[config.mk]
export PLATFORM = sky130hd
export DESIGN_NAME = alert_regbank
export DESIGN_NICKNAME = d
export VERILOG_FILES = /design/src/rtl/alert_regs_pkg.sv /design/src/rtl/alert_seq_ctr.sv /design/src/rtl/alert_status_reg.sv /design/src/rtl/alert_rd_mux.sv /design/src/rtl/alert_regbank.sv
export SDC_FILE = /design/constraint.sdc
export NUM_CORES = 1
export LEC_CHECK = 0
export CAP_MARGIN = 25
export CORE_MARGIN = 1.5
export CORE_UTILIZATION = 31
export CTS_CLUSTER_DIAMETER = 120
export DETAILED_ROUTE_END_ITERATION = 6
export PLACE_DENSITY_LB_ADDON = 0.25
export SYNTH_ARGS = -nofsm -noshare
export SYNTH_HDL_FRONTEND = slang
export SYNTH_SLANG_ARGS = --single-unit
[constraint.sdc]
create_clock -name clk -period 1.7 [get_ports clk]
set_clock_uncertainty 0.2 [all_clocks]
set_input_delay 0.34 -clock clk [delete_from_list [all_inputs] [get_ports clk]]
set_output_delay 0.34 -clock clk [all_outputs]
set_load 0.03 [all_outputs]
[src/rtl/alert_regs_pkg.sv]
package alert_regs_pkg;
  localparam int BYTE_W      = 8;
  localparam int STA_BUSY    = 7;
  localparam int STA_CSUM    = 6;
  localparam int STA_PWR     = 3;
  localparam logic [7:0] STA_RESET = 8'h40;
endpackage

[src/rtl/alert_seq_ctr.sv]
module alert_seq_ctr #(
  parameter int SEQ_W   = 16,
  parameter int ADDR_W  = 8,
  parameter int SEQ_OFS = 'hF0
) (
  input  logic              clk,
  input  logic              rst_n,
  input  logic              wr_en,
  input  logic [ADDR_W-1:0] addr,
  input  logic [7:0]        wdata,
  input  logic              inc,
  output logic [SEQ_W-1:0]  seq_q
);
  localparam int NBYTES = SEQ_W / 8;

  logic [NBYTES-1:0] byte_hit;

  // One address decoder per sequence byte
  for (genvar g = 0; g < NBYTES; g++) begin : g_hit
    assign byte_hit[g] = wr_en && (addr == ADDR_W'(SEQ_OFS + g));
  end

  always_ff @(posedge clk or negedge rst_n) begin
    if (!rst_n) begin
      seq_q <= '0;
    end else if (|byte_hit) begin
      // software write wins over a same-cycle increment
      for (int b = 0; b < NBYTES; b++) begin
        if (byte_hit[b]) seq_q[b*8 +: 8] <= wdata;
      end
    end else if (inc) begin
      seq_q <= seq_q + 1'b1;
    end
  end
endmodule

[src/rtl/alert_status_reg.sv]
module alert_status_reg
  import alert_regs_pkg::*;
(
  input  logic       clk,
  input  logic       rst_n,
  input  logic       w1c_pwr,
  input  logic       ld_busy,
  input  logic       ld_done,
  input  logic       ld_csum_bad,
  input  logic       pwr_evt,
  output logic [7:0] sta_q
);
  logic busy_q, csum_q, pwr_q;

  always_ff @(posedge clk or negedge rst_n) begin
    if (!rst_n) begin
      busy_q <= STA_RESET[STA_BUSY];
      csum_q <= STA_RESET[STA_CSUM];
      pwr_q  <= STA_RESET[STA_PWR];
    end else begin
      busy_q <= ld_busy;
      if (ld_done) csum_q <= ld_csum_bad;
      // a new event beats a same-cycle clear
      if (pwr_evt)      pwr_q <= 1'b1;
      else if (w1c_pwr) pwr_q <= 1'b0;
    end
  end

  always_comb begin
    sta_q           = '0;
    sta_q[STA_BUSY] = busy_q;
    sta_q[STA_CSUM] = csum_q;
    sta_q[STA_PWR]  = pwr_q;
  end
endmodule

[src/rtl/alert_rd_mux.sv]
module alert_rd_mux #(
  parameter int SEQ_W   = 16,
  parameter int ADDR_W  = 8,
  parameter int SEQ_OFS = 'hF0,
  parameter int STA_OFS = 'hF2
) (
  input  logic              re,
  input  logic [ADDR_W-1:0] addr,
  input  logic [SEQ_W-1:0]  seq,
  input  logic [7:0]        sta,
  output logic [7:0]        rdata
);
  localparam int NBYTES = SEQ_W / 8;

  logic [NBYTES-1:0][7:0] seq_term;

  for (genvar g = 0; g < NBYTES; g++) begin : g_term
    assign seq_term[g] = (addr == ADDR_W'(SEQ_OFS + g)) ? seq[g*8 +: 8] : 8'h00;
  end

  always_comb begin
    rdata = (addr == ADDR_W'(STA_OFS)) ? sta : 8'h00;
    for (int b = 0; b < NBYTES; b++) rdata = rdata | seq_term[b];
    if (!re) rdata = 8'h00;
  end
endmodule

[src/rtl/alert_regbank.sv]
module alert_regbank
  import alert_regs_pkg::*;
#(
  parameter int SEQ_W   = 16,
  parameter int ADDR_W  = 8,
  parameter int SEQ_OFS = 'hF0,
  parameter int STA_OFS = 'hF2
) (
  input  logic              clk,
  input  logic              rst_n,
  input  logic [ADDR_W-1:0] bus_addr,
  input  logic [7:0]        bus_wdata,
  input  logic              bus_we,
  input  logic              bus_re,
  output logic [7:0]        bus_rdata,
  input  logic              pkt_evt,
  input  logic              ld_busy,
  input  logic              ld_done,
  input  logic              ld_csum_bad,
  input  logic              pwr_evt
);
  logic [SEQ_W-1:0] seq_q;
  logic [7:0]       sta_q;
  logic             w1c_pwr;

  assign w1c_pwr = bus_we && (bus_addr == ADDR_W'(STA_OFS)) && bus_wdata[STA_PWR];

  alert_seq_ctr #(.SEQ_W(SEQ_W), .ADDR_W(ADDR_W), .SEQ_OFS(SEQ_OFS)) u_seq (
    .clk(clk), .rst_n(rst_n), .wr_en(bus_we), .addr(bus_addr),
    .wdata(bus_wdata), .inc(pkt_evt), .seq_q(seq_q)
  );

  alert_status_reg u_sta (
    .clk(clk), .rst_n(rst_n), .w1c_pwr(w1c_pwr), .ld_busy(ld_busy),
    .ld_done(ld_done), .ld_csum_bad(ld_csum_bad), .pwr_evt(pwr_evt),
    .sta_q(sta_q)
  );

  alert_rd_mux #(.SEQ_W(SEQ_W), .ADDR_W(ADDR_W), .SEQ_OFS(SEQ_OFS), .STA_OFS(STA_OFS)) u_rd (
    .re(bus_re), .addr(bus_addr), .seq(seq_q), .sta(sta_q), .rdata(bus_rdata)
  );
endmodule

# Word level (Yosys, flattened, before mapping)

Cells that the tools add are included.

Register bits: 19
Bits in latches: 0
Bits in writable memories: 0
ROM bits: 0
Input bits: 25
Memories: 0

$add $sub $neg: 1
Multiply operators: 0
Divide/modulo/power cells: 0
Magnitude comparators: 0
Equal/unequal tests: 5
Shift-type cells: 0
Multiplexer cells: 10
Bitwise operators: 2
Reduce and logical (&&, ||, !) cells: 9

Operator list:

| cell                                                            | number |
|---|---|
| 8-bit two-way mux                                               | 6 |
| 16-bit two-way mux                                              | 2 |
| 8-bit equality test, second input constant                      | 3 |
| 16-bit by 1-bit adder with 16-bit output, second input constant | 1 |
| 8-bit OR                                                        | 2 |
| 1-bit logical AND                                               | 4 |
| 2-bit by 1-bit != test with 1-bit output, second input constant | 2 |
| 2-bit AND reduction                                             | 2 |
| 2-bit nonzero test                                              | 2 |
| 1-bit two-way mux                                               | 2 |
| 2-bit OR reduction                                              | 1 |

# Depth between registers and ports, before layout

Word-level depth: 5
Mapped depth: 6

# Modules after synthesis

From an unflattened synthesis, not the netlist that was laid out.

Cell total of the unflattened synthesis: 170
Area, all modules: 1557.7 sq um

By module, submodules not included:

| module           | times used | cells each | area an instance (sq um) |
|---|---|---|---|
| alert_seq_ctr    | 1          | 114        | 1061.0 |
| alert_rd_mux     | 1          | 38         | 302.8 |
| alert_status_reg | 1          | 15         | 166.4 |
| alert_regbank    | 1          | 3          | 27.5 |

# Least setup slack after synthesis

OpenSTA, ideal clock, no wires.

Path type: input-to-output
Start: input port bus_addr[2]
End: output port bus_rdata[0]
Arrival time: 1.584 ns
Path slack: -0.424 ns
Stages: 5
Path buffers: 1
Cells stage by stage: and4bb_1 buf_6 nand4_1 or2_1 nor2_1

Cells in the longest elaborated chain, start to end: 5

RTL lines:

| item                  | RTL line            | text |
|---|---|---|
| from (decl)           | alert_regbank.sv:11 | `input logic [ADDR_W-1:0] bus_addr,` |
| 8-bit equality test   | alert_rd_mux.sv:18  | `assign seq_term[g] = (addr == ADDR_W'(SEQ_OFS + g)) ? seq[g*8 +: 8] : 8'h00;` |
| 8-bit two-way mux     | alert_rd_mux.sv:18  |  |
| 8-bit OR              | alert_rd_mux.sv:23  | `for (int b = 0; b < NBYTES; b++) rdata = rdata \| seq_term[b];` |
| 8-bit OR (*)          | alert_rd_mux.sv:23  |  |
| 8-bit two-way mux (*) | alert_rd_mux.sv:24  | `if (!re) rdata = 8'h00;` |
| to (decl)             | alert_regbank.sv:15 | `output logic [7:0] bus_rdata,` |

Every way passes the cells marked *; elsewhere a longest branch is shown, timed or not.

# Final worst setup path

Start: input port bus_addr[2]
End: output port bus_rdata[4]

Same word-level chain as after synthesis.

==> flow_metrics.env <==
export IMPL_endpoint_kind="primary output"
export IMPL_antenna_found_initial=0
export IMPL_required_ns=1.16
export IMPL_final_area_um2=2320
export IMPL_grt_start_max_net_pins=20
export IMPL_clk_pin_slew_ns=0.09
export IMPL_rows=23
export IMPL_rsz0062_at_grt="yes"
export IMPL_fin_crit_ns=1.94
export IMPL_grt_pass1_wl_mm=7.67
export IMPL_hp_class="input pin to async pin"
export IMPL_syn_cell_area_um2=1320
export IMPL_yosys_warnings=0
export IMPL_synth_top_area_cell="dfrtp_1"
export IMPL_start_util=0.326
export IMPL_fmax_mhz=514
export IMPL_io_pins=33
export IMPL_die_width_um=68.3
export IMPL_setup_violations_final=18
export IMPL_synthTopCellsByArea="dfrtp_1 (34%), mux2i_1 (6.0%), o221a_1 (5.1%)"
export IMPL_crit_fanout=5
export IMPL_core_um2=4060
export IMPL_root_buffer="clkbuf_8"
export IMPL_total_power_mw=1.90
export IMPL_post_place_ws_ns=-0.650
export IMPL_synthCells=147
export IMPL_area_delta_synth_final_pct=75.6
export IMPL_multi_input_area_um2=983
export IMPL_drt_iter0_markers=108
export IMPL_worstSetupStartpointType="input pin"
export IMPL_num_vias=1556
export IMPL_final_max_slew_viol_count=0
export IMPL_dp_hpwl_mm=3.44
export IMPL_syn_avg_cell_area_um2=9.01
export IMPL_io_buffers=32
export IMPL_placed_cell_area_um2=1950
export IMPL_synth_top_area_share=0.340
export IMPL_powerDensity_nw_per_um2=817
export IMPL_fin_cells=274
export IMPL_worst_skew_pair_late_latency_ns=0.27
export IMPL_violations="negative setup slack"
export IMPL_die_h_um=68.3
export IMPL_seq_area_um2=477
export IMPL_fin_crit_sh=1.14
export IMPL_synth_edff_count=0
export IMPL_power_leakage_nw=0.991
export IMPL_arrival_ns=1.40
export IMPL_slew_limit_headroom=0.613
export IMPL_grtUsageTotal=0.229
export IMPL_wl_per_cell_um=17.8
export IMPL_place_gp_congestion=0.929
export IMPL_vdd_drop_max_mv=0.544
export IMPL_cts_buffer_depth=2
export IMPL_cts_tree="yes"
export IMPL_via_per_inst=5.68
export IMPL_dieArea_um2=4670
export IMPL_clock_sinks=19
export IMPL_first_pass_iters=4
export IMPL_drc=0
export IMPL_overflow=0
export IMPL_synth_ff_type="dfrtp_1"
export IMPL_drv_cap=0
export IMPL_status="finished, violations left"
export IMPL_synth_fp_nets=173
export IMPL_drive_gt1_frac=0.460
export IMPL_drt_total_wl_mm=4.88
export IMPL_antenna_left=0
export IMPL_dpl_cell_count=256
export IMPL_nFillCells=341
export IMPL_synth_seq_cells=19
export IMPL_setup_slack_ns=-0.244
export IMPL_cts_buffers=3
export IMPL_worst_r2r_path_depth=5
export IMPL_antenna_cells=0
export IMPL_nNetsFinal=251
export IMPL_htree_levels=1
export IMPL_grt_pass1_vias=1592
export IMPL_ys_seq_area_frac=0.360
export IMPL_whs_ns=0.204
export IMPL_async_flop_share=1.00
export IMPL_synth_distinct_cells=47
export IMPL_worst_pin_slew_ns=0.579
export IMPL_hold_violations=0
export IMPL_worstSetupPathType="input pin to primary output"
-- metal layers --
layer  routed length [um]  global-route usage
met4                  174               0.108
met5                    0                   0
met1                 2010               0.269
met2                 2480               0.407
met3                  215              0.0313
-- layout by cell type, fill, tap and decap left out, types with 4 or more instances in the layout --
cell             netlist  layout
buf_4                  0      37
nor2_4                 0       8
inv_1                  6       6
dfrtp_1               18      18
mux2i_1                8       7
buf_6                  2      18
dlygate4sd2_1          0       4
a21oi_2                0       5
nor2_1                16       7
a21oi_1               10       5
nand3_1                9       7
o221a_1                6       6
clkdlybuf4s50_1        0      13
nand2_1               11       9
nand4_1                8       8
-- metrics by stage --
stage | TNS (ns) | utilization
4_1_cts | -1.99 | 0.538
6_report | -2.24 | 0.573
3_5_place_dp | -13.08 | 0.481
2_1_floorplan | -2.26 | -
5_1_grt | -3.23 | 0.573
3_3_place_gp | -12.52 | 0.481
-- report_power, final --
| group | leakage (nW) | internal [mW] | switching [mW] | total (mW) |
|---|---|---|---|---|
| clock network | 0.0255 | 0.164 | 0.175 | 0.339 |
| registers | 0.227 | 0.565 | 0.0984 | 0.663 |
| logic | 0.739 | 0.437 | 0.460 | 0.897 |
| total | 0.991 | 1.17 | 0.733 | 1.90 |
-- sequential cells by signal, indices dropped and copies added (netlist names) --
| register | cells |
|---|---|
| u_sta.pwr_q | 1 |
| u_sta.busy_q | 1 |
| u_sta.csum_q | 1 |
| u_seq.seq_q | 16 |
-- synth_stat cells (2+ instances only) --
| cell type | count |
|---|---|
| dfrtp_1 | 18 |
| nor2_1 | 16 |
| nand2_1 | 11 |
| a21oi_1 | 10 |
| nand3_1 | 9 |
| mux2i_1 | 8 |
| nand4_1 | 8 |
| inv_1 | 6 |
| o221a_1 | 6 |
| nor3_1 | 4 |
| and3_1 | 3 |
| clkbuf_1 | 3 |
| and4_1 | 2 |
| buf_6 | 2 |
| nor2b_1 | 2 |
| o21ai_0 | 2 |
| o311ai_0 | 2 |
| o311ai_1 | 2 |
| o31ai_1 | 2 |
| o32ai_1 | 2 |
| or3_1 | 2 |
| or4_1 | 2 |
-- what timing repair did --
item | 4_1_cts | 5_1_grt
gates cloned | 1 | 0
hold buffers | 0 | 0
gates resized for setup | 51 | 30
endpoints found under the setup margin | 24 | 23
buffers inserted | 12 | 5
pin swaps | 18 | 22
-- worst max-delay path, stage by stage --
cell      delay (ns)
buf_6           0.09
and4bb_1        0.28
nand4_1         0.12
or2_4           0.33
nor2_4          0.10
buf_6           0.13
-- path summary, 6_finish.rpt --
| check | start | endpoint | slack, ns |
|---|---|---|---|
| max | bus_addr[2] | bus_rdata[4] | -0.24 |
| min | rst_n | u_seq.seq_q[0]$_DFFE_PN0P_ | 0.20 |
| max reg2reg | u_seq.seq_q[0]$_DFFE_PN0P_ | u_seq.seq_q[12]$_DFFE_PN0P_ | -0.13 |
| min reg2reg | u_sta.pwr_q$_DFFE_PN0P_ | u_sta.pwr_q$_DFFE_PN0P_ | 0.30 |
| max in group asynchronous | rst_n | u_sta.csum_q$_DFFE_PN1P_ | 0.82 |
| min in group clk | ld_busy | u_sta.busy_q$_DFF_PN0_ | 0.30 |
-- area by class of cell --
cell class                 count  area share
inverter                       6     0.00969
multi-input combinational    116       0.423
sequential                    19       0.205
clock inverter                 1     0.00215
clock buffer                   3      0.0178
timing repair buffer          79       0.315
tap                           50      0.0269
-- cells by family after synthesis --
family	synth area share
simple gates	0.280
compound gates	0.235
flops	0.360
buf+inv	0.0463
mux	0.0690
fa+ha+maj	0.00945
No activity file was read; power rests on OpenSTA's default activity.
